## src/rtl/sport_pkg.sv

```systemverilog
package sport_pkg;
  localparam int unsigned ADDR_W = 6;

  localparam logic [ADDR_W-1:0] OFF_TXCTRL = 6'h00;
  localparam logic [ADDR_W-1:0] OFF_DMAEN  = 6'h04;
  localparam logic [ADDR_W-1:0] OFF_RXCTRL = 6'h08;
  localparam logic [ADDR_W-1:0] OFF_TXDATA = 6'h1C;
  localparam logic [ADDR_W-1:0] OFF_STATRC = 6'h20;
  localparam logic [ADDR_W-1:0] OFF_STAT   = 6'h24;
  localparam logic [ADDR_W-1:0] OFF_MASK   = 6'h2C;
  localparam logic [ADDR_W-1:0] OFF_ACK    = 6'h30;
  localparam logic [ADDR_W-1:0] OFF_RAW    = 6'h34;
  localparam logic [ADDR_W-1:0] OFF_MASKED = 6'h38;

  localparam int unsigned BIT_DAV    = 16;
  localparam int unsigned BIT_TXIDLE = 22;
  localparam int unsigned BIT_TXRDY  = 24;
  localparam int unsigned IRQ_TX     = 0;
  localparam int unsigned IRQ_RX     = 3;

  typedef struct packed {
    logic wrTxCtrl;
    logic wrDmaEn;
    logic wrRxCtrl;
    logic wrTxData;
    logic wrMask;
    logic wrAck;
    logic rdClrDav;
    logic rxTake;
  } strobe_t;

  typedef enum logic [2:0] {
    SEL_NONE,
    SEL_TXCTRL,
    SEL_DMAEN,
    SEL_RXCTRL,
    SEL_STAT,
    SEL_MASK,
    SEL_RAW,
    SEL_MASKED
  } rdsel_t;
endpackage

```

## src/rtl/sport_ctrl.sv

```systemverilog
module sport_ctrl
  import sport_pkg::*;
(
  input  logic              busSel,
  input  logic              busWr,
  input  logic [ADDR_W-1:0] busAddr,
  input  logic              rxValid,
  input  logic              rxReady,
  output strobe_t           strb,
  output rdsel_t            rdSel
);
  logic doWr;
  logic doRd;

  assign doWr = busSel & busWr;
  assign doRd = busSel & ~busWr;

  always_comb begin
    strb          = '0;
    strb.rxTake   = rxValid & rxReady;
    rdSel         = SEL_NONE;
    case (busAddr)
      OFF_TXCTRL: begin strb.wrTxCtrl = doWr; rdSel = SEL_TXCTRL; end
      OFF_DMAEN:  begin strb.wrDmaEn  = doWr; rdSel = SEL_DMAEN;  end
      OFF_RXCTRL: begin strb.wrRxCtrl = doWr; rdSel = SEL_RXCTRL; end
      OFF_TXDATA: strb.wrTxData = doWr;
      OFF_STATRC: begin strb.rdClrDav = doRd; rdSel = SEL_STAT; end
      OFF_STAT:   rdSel = SEL_STAT;
      OFF_MASK:   begin strb.wrMask   = doWr; rdSel = SEL_MASK;   end
      OFF_ACK:    strb.wrAck = doWr;
      OFF_RAW:    rdSel = SEL_RAW;
      OFF_MASKED: rdSel = SEL_MASKED;
      default:    rdSel = SEL_NONE;
    endcase
  end
endmodule

```

## src/rtl/sport_dpath.sv

```systemverilog
module sport_dpath
  import sport_pkg::*;
#(
  parameter int unsigned DATA_W = 32,
  parameter int unsigned BYTE_W = 8
) (
  input  logic              clk,
  input  logic              rstN,
  input  strobe_t           strb,
  input  rdsel_t            rdSel,
  input  logic [DATA_W-1:0] busWdata,
  input  logic [BYTE_W-1:0] rxByte,
  output logic [DATA_W-1:0] busRdata,
  output logic              txValid,
  output logic [BYTE_W-1:0] txByte,
  output logic              rxReady,
  output logic              irq
);
  localparam logic [DATA_W-1:0] TX_CONST =
    (DATA_W'(1) << BIT_TXRDY) | (DATA_W'(1) << BIT_TXIDLE);

  logic [DATA_W-1:0] txCtrlQ, dmaEnQ, rxCtrlQ, maskQ, rawQ, maskedQ;
  logic [BYTE_W-1:0] rxDataQ;
  logic              davQ, pendQ;

  logic [DATA_W-1:0] rawN, maskN, ackVal, statWord;
  logic              pendN, davN;

  assign rxReady = rxCtrlQ[0] | ~rawQ[IRQ_RX];

  always_comb begin
    rawN   = rawQ;
    pendN  = pendQ;
    ackVal = '0;
    if (strb.wrTxData) begin
      rawN[IRQ_TX] = 1'b1;
      pendN        = 1'b1;
    end
    if (strb.wrAck) begin
      ackVal = busWdata;
      if (pendQ && ackVal[IRQ_TX]) begin
        rawN[IRQ_TX]   = 1'b1;
        pendN          = 1'b0;
        ackVal[IRQ_TX] = 1'b0;
      end
    end
    rawN = rawN & ~ackVal;
    if (strb.rxTake) rawN[IRQ_RX] = 1'b1;
    maskN = strb.wrMask ? busWdata : maskQ;
    davN  = strb.rxTake ? 1'b1 : (strb.rdClrDav ? 1'b0 : davQ);
  end

  always_ff @(posedge clk or negedge rstN) begin
    if (!rstN) begin
      txCtrlQ <= '0;
      dmaEnQ  <= '0;
      rxCtrlQ <= '0;
      maskQ   <= '0;
      rawQ    <= '0;
      maskedQ <= '0;
      rxDataQ <= '0;
      davQ    <= 1'b0;
      pendQ   <= 1'b0;
      txValid <= 1'b0;
      txByte  <= '0;
      irq     <= 1'b0;
    end else begin
      if (strb.wrTxCtrl) txCtrlQ <= busWdata;
      if (strb.wrDmaEn)  dmaEnQ  <= busWdata;
      if (strb.wrRxCtrl) rxCtrlQ <= busWdata;
      if (strb.rxTake)   rxDataQ <= rxByte;
      maskQ   <= maskN;
      rawQ    <= rawN;
      maskedQ <= rawN & maskN;
      irq     <= |(rawN & maskN);
      davQ    <= davN;
      pendQ   <= pendN;
      txValid <= strb.wrTxData;
      if (strb.wrTxData) txByte <= busWdata[BYTE_W-1:0];
    end
  end

  always_comb begin
    statWord                 = TX_CONST;
    statWord[BIT_DAV]        = davQ;
    statWord[BYTE_W-1:0]     = rxDataQ;
  end

  always_comb begin
    case (rdSel)
      SEL_TXCTRL: busRdata = txCtrlQ;
      SEL_DMAEN:  busRdata = dmaEnQ;
      SEL_RXCTRL: busRdata = rxCtrlQ;
      SEL_STAT:   busRdata = statWord;
      SEL_MASK:   busRdata = maskQ;
      SEL_RAW:    busRdata = rawQ;
      SEL_MASKED: busRdata = maskedQ;
      default:    busRdata = '0;
    endcase
  end

  AST_TX_PULSE: assert property (@(posedge clk) disable iff (!rstN)
    strb.wrTxData |=> txValid && txByte == $past(busWdata[BYTE_W-1:0]));
  AST_TX_ONLY_ON_WRITE: assert property (@(posedge clk) disable iff (!rstN)
    !strb.wrTxData |=> !txValid);
  AST_RX_SETS: assert property (@(posedge clk) disable iff (!rstN)
    strb.rxTake |=> davQ && rawQ[IRQ_RX] && rxDataQ == $past(rxByte));
  AST_RDCLR_DAV: assert property (@(posedge clk) disable iff (!rstN)
    strb.rdClrDav && !strb.rxTake |=> !davQ);
  AST_PEND_REARM: assert property (@(posedge clk) disable iff (!rstN)
    strb.wrAck && busWdata[IRQ_TX] && pendQ |=> rawQ[IRQ_TX] && !pendQ);
  AST_ACK_CLEARS_RX: assert property (@(posedge clk) disable iff (!rstN)
    strb.wrAck && busWdata[IRQ_RX] && !strb.rxTake |=> !rawQ[IRQ_RX]);
  AST_RX_WINS_ACK: assert property (@(posedge clk) disable iff (!rstN)
    strb.rxTake && strb.wrAck |=> rawQ[IRQ_RX]);
  AST_RX_IRQ: assert property (@(posedge clk) disable iff (!rstN)
    strb.rxTake && !strb.wrMask && maskQ[IRQ_RX] |=> irq);
endmodule

```

## src/rtl/sport_regs.sv

```systemverilog
module sport_regs
  import sport_pkg::*;
(
  input  logic        clk,
  input  logic        rstN,
  input  logic        busSel,
  input  logic        busWr,
  input  logic [5:0]  busAddr,
  input  logic [31:0] busWdata,
  output logic [31:0] busRdata,
  output logic        txValid,
  output logic [7:0]  txByte,
  input  logic        rxValid,
  input  logic [7:0]  rxByte,
  output logic        rxReady,
  output logic        irq
);
  strobe_t strb;
  rdsel_t  rdSel;

  sport_ctrl u_ctrl (
    .busSel  (busSel),
    .busWr   (busWr),
    .busAddr (busAddr),
    .rxValid (rxValid),
    .rxReady (rxReady),
    .strb    (strb),
    .rdSel   (rdSel)
  );

  sport_dpath #(.DATA_W(32), .BYTE_W(8)) u_dpath (
    .clk      (clk),
    .rstN     (rstN),
    .strb     (strb),
    .rdSel    (rdSel),
    .busWdata (busWdata),
    .rxByte   (rxByte),
    .busRdata (busRdata),
    .txValid  (txValid),
    .txByte   (txByte),
    .rxReady  (rxReady),
    .irq      (irq)
  );
endmodule

```

## config.mk

```make
export PLATFORM = sky130hd
export DESIGN_NAME = sport_regs
export DESIGN_NICKNAME = d
export VERILOG_FILES = /design/src/rtl/sport_pkg.sv /design/src/rtl/sport_ctrl.sv /design/src/rtl/sport_dpath.sv /design/src/rtl/sport_regs.sv
export SDC_FILE = /design/constraint.sdc
export NUM_CORES = 1
export LEC_CHECK = 0
export ABC_AREA = 1
export BUFFER_PORTS_ARGS = -buffer_cell sky130_fd_sc_hd__buf_2
export CAP_MARGIN = 20
export CORE_ASPECT_RATIO = 1.1
export CORE_MARGIN = 3
export CORE_UTILIZATION = 35
export CTS_CLUSTER_DIAMETER = 80
export DETAILED_ROUTE_END_ITERATION = 7
export PLACE_DENSITY_LB_ADDON = 0.08
export SYNTH_ARGS = -nofsm -noshare
export SYNTH_HDL_FRONTEND = slang
export SYNTH_SLANG_ARGS = --single-unit
```

## constraint.sdc

```tcl
create_clock -name clk -period 3.41 [get_ports clk]
set_input_delay 0.341 -clock clk [delete_from_list [all_inputs] [get_ports clk]]
set_output_delay 0.341 -clock clk [all_outputs]
set_load 0.02 [all_outputs]
```

==> results of run 1 <==
[Yosys cell counts (all sizes together)]
master and instances:
a21oi 21, a221oi 13, a22o 20, a22oi 10, buf 21, clkbuf 30, dfrtp 212, inv 118
mux2 8, nand2 381, nand3 73, nand4 20, nor2 21, nor3 1, o21ai 111
[repair_timing]
item                       in CTS  in global routing
setup endpoints to repair       0                  0
hold endpoints to repair       85                  0
hold buffers                    1                  0
[state kept, by name (all words and copies together) (netlist names)]
name and cells:
u_dpath.rawQ 32, u_dpath.txCtrlQ 32, u_dpath.irq 1, u_dpath.rxCtrlQ 32
u_dpath.rxDataQ 8, u_dpath.davQ 1, u_dpath.dmaEnQ 32, u_dpath.txValid 1
u_dpath.maskQ 32, u_dpath.maskedQ 32, u_dpath.txByte 8, u_dpath.pendQ 1
[metal layers]
| metal | GRT usage (%) | share of wire, % |
|---|---|---|
| met5 | 0 | 0.084 |
| met4 | 4.55 | 1.8 |
| met3 | 2.73 | 3.6 |
| met2 | 30.7 | 46 |
| met1 | 28.0 | 49 |
[report_power, final]
part	total [mW]	internal (mW)	switching, mW
combinational	0.443	0.170	0.273
sequential	2.82	2.71	0.116
clock	2.81	1.76	1.04
[final timing paths]
check                      slack (ns)                  end  depth (start not counted)                from
hold / removal                   0.06   u_dpath.rxDataQ[0]                          2           rxByte[0]
setup reg to reg                 1.79          u_dpath.irq                         11  u_dpath.rxCtrlQ[0]
hold reg to reg                  0.48     u_dpath.rawQ[28]                          2    u_dpath.rawQ[28]
setup / recovery                 0.98          busRdata[3]                         10          busAddr[0]
max in group asynchronous        2.06   u_dpath.rxCtrlQ[8]                          3                rstN
min in group asynchronous        0.42  u_dpath.maskedQ[30]                          2                rstN
[kinds of logic after synthesis]
kind of cell,after synthesis,share of synthesized area (%)
buffers and inverters,169,7.52
AO/OA/AOI/OAI,175,11.0
AND/OR/NAND/NOR,496,24.1
flip-flops,212,56.4
multiplexers,8,0.959
[layout make-up]
type / count / area (µm²)
Fill cell: 2644 / 15100
Timing Repair Buffer: 123 / 728
Sequential cell: 212 / 5310
Clock inverter: 5 / 100
Tap cell: 352 / 440
Multi-Input combinational cell: 679 / 3400
Clock buffer: 39 / 768
Inverter: 118 / 443
[worst register-to-register path: stages (launching register included)]
cell     delay, ns
dfrtp_1       0.44
inv_1         0.09
nand2_1       0.09
nand2_1       0.07
buf_4         0.22
nand2_1       0.11
nand2_2       0.07
nand2_1       0.07
nor2_1        0.14
nand2_1       0.06
nor2_1        0.09
nand2_1       0.06
[metrics by stage]
step,instances,total power [mW],utilization (%)
after floorplan,1060,3.09,-
after global placement,1483,3.31,39.2
after detailed placement,1483,3.31,39.2
after CTS,1528,6.15,42.5
after global routing,1528,6.32,42.5
final,1528,6.07,42.5
==> summary.md, run 1 <==
| Metric | Value |
|---|---|
| Peak per-stage delay on the critical path | `0.43 ns` |
| I/O pin total | `94` |
| Final std cell area, no fill | `0.0112 mm²` |
| Result of the run | `finished clean` |
| Tmin final | `2.43 ns` |
| Timing-limited maximum frequency | `just over 400 MHz` |
| Die ar. | `0.0289 mm²` |
| Drt total wl | `27400 µm` |
| Half-perimeter wire length after placement | `18100 µm` |
| Pwr per Cell Area | `around 540 mW/mm²` |
| Post-synthesis net count | `1111` |
| Source-to-sink clock delay at the later pin of the worst-skew pair | `0.52 ns` |
| DRC violation count after routing | `0` |
| Cells along the critical path | `buf_2 > inv_2 > nand2_2 > nor2_4 > nand2_1 > o21ai_1 > buf_4 > a22oi_1 > nand4_1 > buf_2` |
| Sinks on Clock Net | `212` |
| Total placed instance area | `0.0103 mm²` |
| Crit path top cell by count | `buf_2` |
| H-tree level count | `1` |
| Worst-Margin Slew | `between 0.7 and 0.8 ns` |
| Weighted congestion at the end of routability-driven global placement | `between 0.7 and 0.8` |
| Hold_ws | `0.0603 ns` |
| Most frequent cells in the layout | `nand2_1, dfrtp_1, o21ai_0` |
| Largest area contributor in the synthesized netlist | `dfrtp_1` |
| Wire length per cell | `about 18 µm` |
| Accumulated negative setup slack | `0 ns` |
| Largest clock skew in the final design | `0.00843 ns` |
| Share of cells above drive strength 1 | `23.4%` |
| Number of max-slew violations in the final report | `0` |
| Arrival time at the worst endpoint | `around 2.1 ns` |
| Vias per Instance | `4.84` |
| Max-cap violations | `0` |
| Worst setup path class | `in2out` |
| CP Data Required Time | `around 3 ns` |
| Least setup slack across all paths after layout | `0.981 ns` |
| Die Height | `around 180 µm` |
| Count of endpoints failing setup in the final report | `0` |
| Average size of a mapped cell | `8.87 µm²` |
| Total Nets Final | `around 1200` |
| Standard cell with the maximum stage delay on the critical path | `nor2_4` |
| Startpoint Class | `primary input` |
| Element type at the critical path end | `output pin` |
| Horiz. Die Dim | `162 µm` |
| Leakage | `6.05 nW` |
| Number of library cell types mapped by synthesis | `24` |
| Number of global-route vias before repair | `7480` |
| Detailed-route via count | `7395` |
| Root Buffer Master | `clkbuf_16` |
| Peak supply drop | `361 µV` |
| Number of detailed-route iterations in the first pass | `4` |
| Area of the placeable core | `0.0263 mm²` |
| Class of the most critical hold timing path | `in2reg` |
| Worst slew slack as a fraction of its limit | `49.3%` |
| Post-Synthesis Cells | `1060` |
| Sum of buffers and inverters on the critical path | `4` |
| Floorplan row count | `just over 60` |
| Inserted Clock Buffers | `25` |
| N_diodes | `0` |
| Main area contributors after synthesis | `dfrtp_1, nand2_1, o21ai_0` |
| Post-synthesis register bit count | `between 200 and 250` |
| Sequential share of the synthesized area | `56.4%` |
| Gate family responsible for the most delay along the worst path | `simple AND/OR/NAND/NOR gates` |
| CTS clock-pin slew for the worst setup and hold paths | `0.06 ns` |
| Setup repair after global routing missed its margin | `no` |
| Initial Util | `35.7%` |
| Maximum number of pins on one net before global-route repair | `90` |
| CTS tree | `yes` |
| Mapped Area | `between 0.009 and 0.01 mm²` |
| Wire length of the first global-routing pass | `between 40000 and 50000 µm` |
| Congestion Overflow GR | `0` |
| Count of nets left with antenna violations after detail routing | `0` |
| Post_cts resized | `0` |
| Worst-case clock buffer depth | `3` |
| Number of buffers inserted to repair setup after CTS | `0` |
| Yosys synthesis warning count | `0` |
| Final-report hold violation count | `0` |
| Worst setup slack after placement | `0.900 ns` |
| Most common cell after layout, fill and taps aside | `nand2_1` |
| Final Cycle Share | `71.2%` |
| Number of port buffers | `93` |
| Area overhead of the layout relative to synthesis | `19.0%` |
| Initial antenna violation count | `2` |
| Maximum fanout along the worst path | `16` |
| Overall global routing resource usage | `19.3%` |
| Initial drt markers | `485` |
| Share of the synthesized area in the top cell type | `between 50% and 60%` |
(Power assumes the default switching activity.)
==> inputs of run 2 (changes only) <==
- ABC_AREA: 1 -> 0
- clock period: 3.41 -> 2.3 ns (I/O delays scaled with it)
==> run 2 against run 1 <==
  * Via count down 5.9%
  * Critical endpoint is now busRdata[7]
  * Highest routed layer is now met4
  * Combinational power up 110%
  * Largest power group unchanged
  * Area after synthesis down 5.1%
  * Die area down 5.0%
  * Critical path depth unchanged
==> summary.md, run 2 <==
| Metric | Value |
|---|---|
| Hold_ws | `0.0175 ns` |
| Sinks on Clock Net | `212` |
| Inserted Clock Buffers | `25` |
| Synth Area in Compound Gates | `13.5%` |
| Number of detailed-route iterations in the first pass | `7` |
| Share of cells above drive strength 1 | `just under 40%` |
| Leakage | `5.83 nW` |
| Element type at the critical path end | `output pin` |
| Detailed-route via count | `about 7000` |
| Timing-limited maximum frequency | `448 MHz` |
| Dominant combinational cell family by area after synthesis | `multiplexers` |
| FF-to-FF Start | `u_dpath.maskQ[9]` |
| Total of fill cells in the finished design | `2272` |
| N_diodes | `0` |
| Die ar. | `0.0274 mm²` |
| Worst-case clock buffer depth | `3` |
| Congestion Overflow GR | `0` |
| Sequential share of the synthesized area | `59.5%` |
| CP Data Required Time | `2.07 ns` |
| Number of port buffers | `93` |
| Drt total wl | `about 27000 µm` |
| Area overhead of the layout relative to synthesis | `31.1%` |
| Peak supply drop | `507 µV` |
| Xor/xnor cell area share of the yosys netlist | `0%` |
| Startpoint Class | `primary input` |
| Most frequent cells in the layout | `dfrtp_1, mux2_2, buf_2` |
| Die Height | `173 µm` |
| H-tree level count | `1` |
| Count of endpoints failing setup in the final report | `0` |
| Root Buffer Master | `clkbuf_16` |
| Number of placed instances, taps included | `1158` |
| Initial antenna violation count | `0` |
| Max-cap violations | `0` |
| I/O pin total | `between 90 and 100` |
| Tmin final | `~2.2 ns` |
| Result of the run | `finished clean` |
| DRC violation count after routing | `0` |
| Worst slew slack as a fraction of its limit | `53.9%` |
| Largest clock skew in the final design | `0.0205 ns` |
| Overall global routing resource usage | `19.8%` |
| CTS clock-pin slew for the worst setup and hold paths | `0.06 ns` |
| Source-to-sink clock delay at the later pin of the worst-skew pair | `0.53 ns` |
| Leading cell types by count after synthesis | `dfrtp_1, mux2_2, nand2_1` |
| Share of the synthesized area in the top cell type | `59.5%` |
| Largest area contributor in the synthesized netlist | `dfrtp_1` |
| Worst setup path class | `in2out` |
| Wire length of the first global-routing pass | `43000 µm` |
| Most instantiated library cell after synthesis | `dfrtp_1` |
| Most common flop cell mapped by yosys | `dfrtp_1` |
| Arrival time at the worst endpoint | `2.00 ns` |
| Half-perimeter wire length after placement | `17600 µm` |
| Count of nets left with antenna violations after detail routing | `0` |
| Post-synthesis register bit count | `212` |
| Weighted congestion at the end of routability-driven global placement | `0.826` |
| Vias per Instance | `5.60` |
| Total Nets Final | `965` |
| Area of the multi-input gates | `0.00338 mm²` |
| Final-report hold violation count | `0` |
| Pwr per Cell Area | `about 760 mW/mm²` |
| Yosys synthesis warning count | `0` |
| Mapped Area | `slightly below 0.009 mm²` |
| Maximum fanout along the worst path | `15` |
| Floorplan row count | `60` |
| Adder-Cell Fraction of Synth Area | `0%` |
| Initial drt markers | `between 500 and 600` |
| Number of global-route vias before repair | `around 7600` |
| Main area contributors after synthesis | `dfrtp_1, mux2_2, a222oi_1` |
| Area of the placeable core | `0.0248 mm²` |
| Non-filler cells in the finished layout | `1242` |
| Most common cell after layout, fill and taps aside | `dfrtp_1` |
| Hold Path Cell Cnt | `2` |
| Horiz. Die Dim | `around 160 µm` |
| Fraction of the mapped netlist area in simple logic gates | `8.64%` |
| Maximum number of pins on one net before global-route repair | `61` |
| Class of the most critical hold timing path | `in2reg` |
| Final Cycle Share | `about 97%` |
| Wire length per cell | `21.9 µm` |
| Post-synthesis mux area share | `between 10 and 15%` |
| Number of library cell types mapped by synthesis | `43` |
| Area taken by flip-flops and latches | `0.00531 mm²` |
| Post-synthesis net count | `774` |
| Start point of the critical path | `busAddr[3]` |
| Post-Synthesis Cells | `723` |
| Worst hold path startpoint | `busWdata[1]` |
| Cell depth of the worst flop-to-flop path | `6` |
| Initial Util | `36.0%` |
| Fraction of synthesis flops using an asynchronous set or reset pin | `100%` |
| CTS tree | `yes` |
| Worst-Margin Slew | `0.691 ns` |
| Setup repair after global routing missed its margin | `yes` |
| Average size of a mapped cell | `around 12 µm²` |
| Number of max-slew violations in the final report | `0` |
| Post-synth EDFFs | `0` |
-- run 2: cell count changes after synthesis, moves of 20 or more --
cell	change
nand2_1	-251
mux2_2	+108
o21ai_0	-83
inv_1	-63
nand2_2	-58
a222oi_1	+38
inv_2	-27
a22o_1	-20
-- run 2: area by class of cell --
type	count	share of cell area [%]
Timing Repair Buffer	215	14.7
Inverter	28	0.899
Multi-Input combinational cell	432	28.9
Sequential cell	212	45.4
Clock inverter	7	0.353
Tap cell	310	3.32
Clock buffer	38	6.37
-- run 2: cells by family after synthesis --
group	after synthesis
AND/OR/NAND/NOR	159
buffers and inverters	79
AO/OA/AOI/OAI	156
multiplexers	117
flip-flops	212
-- run 2: critical path, stage by stage --
cell and delay (ns):
buf_2 0.12, buf_6 0.12, nand4bb_1 0.12, buf_6 0.12
buf_12 0.09, nor2_2 0.04, buf_12 0.15, a222oi_1 0.65
nand3_1 0.15, buf_2 0.20
-- run 2: final timing paths --
check,endpoint,slack [ns]
worst max-delay path,busRdata[7],0.07
worst min-delay path,u_dpath.rawQ[1],0.02
worst max register to register,u_dpath.irq,0.38
worst min register to register,u_dpath.rxCtrlQ[3],0.49
max in group asynchronous,u_dpath.txCtrlQ[12],1.31
min in group asynchronous,u_dpath.txCtrlQ[23],0.27
-- run 2: report_power, final --
group          leakage (nW)  switching [mW]  internal, mW
Clock                 0.390            1.53          2.22
Sequential             2.77           0.189          4.08
Combinational          2.67           0.465         0.450
Total                  5.83            2.19          6.75
-- run 2: repair_timing --
action,CTS,global route
buffers inserted,3,0
gates resized for setup,9,6
hold buffers,34,0
pin swaps,3,2
endpoints found under the setup margin,21,15
gates cloned,2,0
endpoints found under the hold margin,91,0
-- run 2: per-layer routing --
metal  GRT usage (%)  vias to the layer above  part of all wire (%)
met5               0                        -                     0
met4            5.06                        0                   2.1
met3            2.92                       39                   4.3
met2            34.0                      209                    50
met1            26.2                     3610                    43
li1                -                     3098                     -
-- run 2: per-stage QoR --
| stage | instance area, µm² | TNS [ns] | power (mW) | setup slack (ns) | util (%) |
|---|---|---|---|---|---|
| 2_1_floorplan | 8950 | -0.103 | 4.72 | -0.103 | - |
| 3_3_place_gp | 10500 | -1.62 | 5.15 | -0.423 | 42.2 |
| 3_5_place_dp | 10500 | -1.76 | 5.20 | -0.455 | 42.2 |
| 4_1_cts | 11700 | 0 | 9.05 | 0.0183 | 47.1 |
| 5_1_grt | 11700 | -0.0454 | 9.32 | -0.0221 | 47.2 |
| 6_report | 11700 | 0 | 8.94 | 0.0683 | 47.2 |
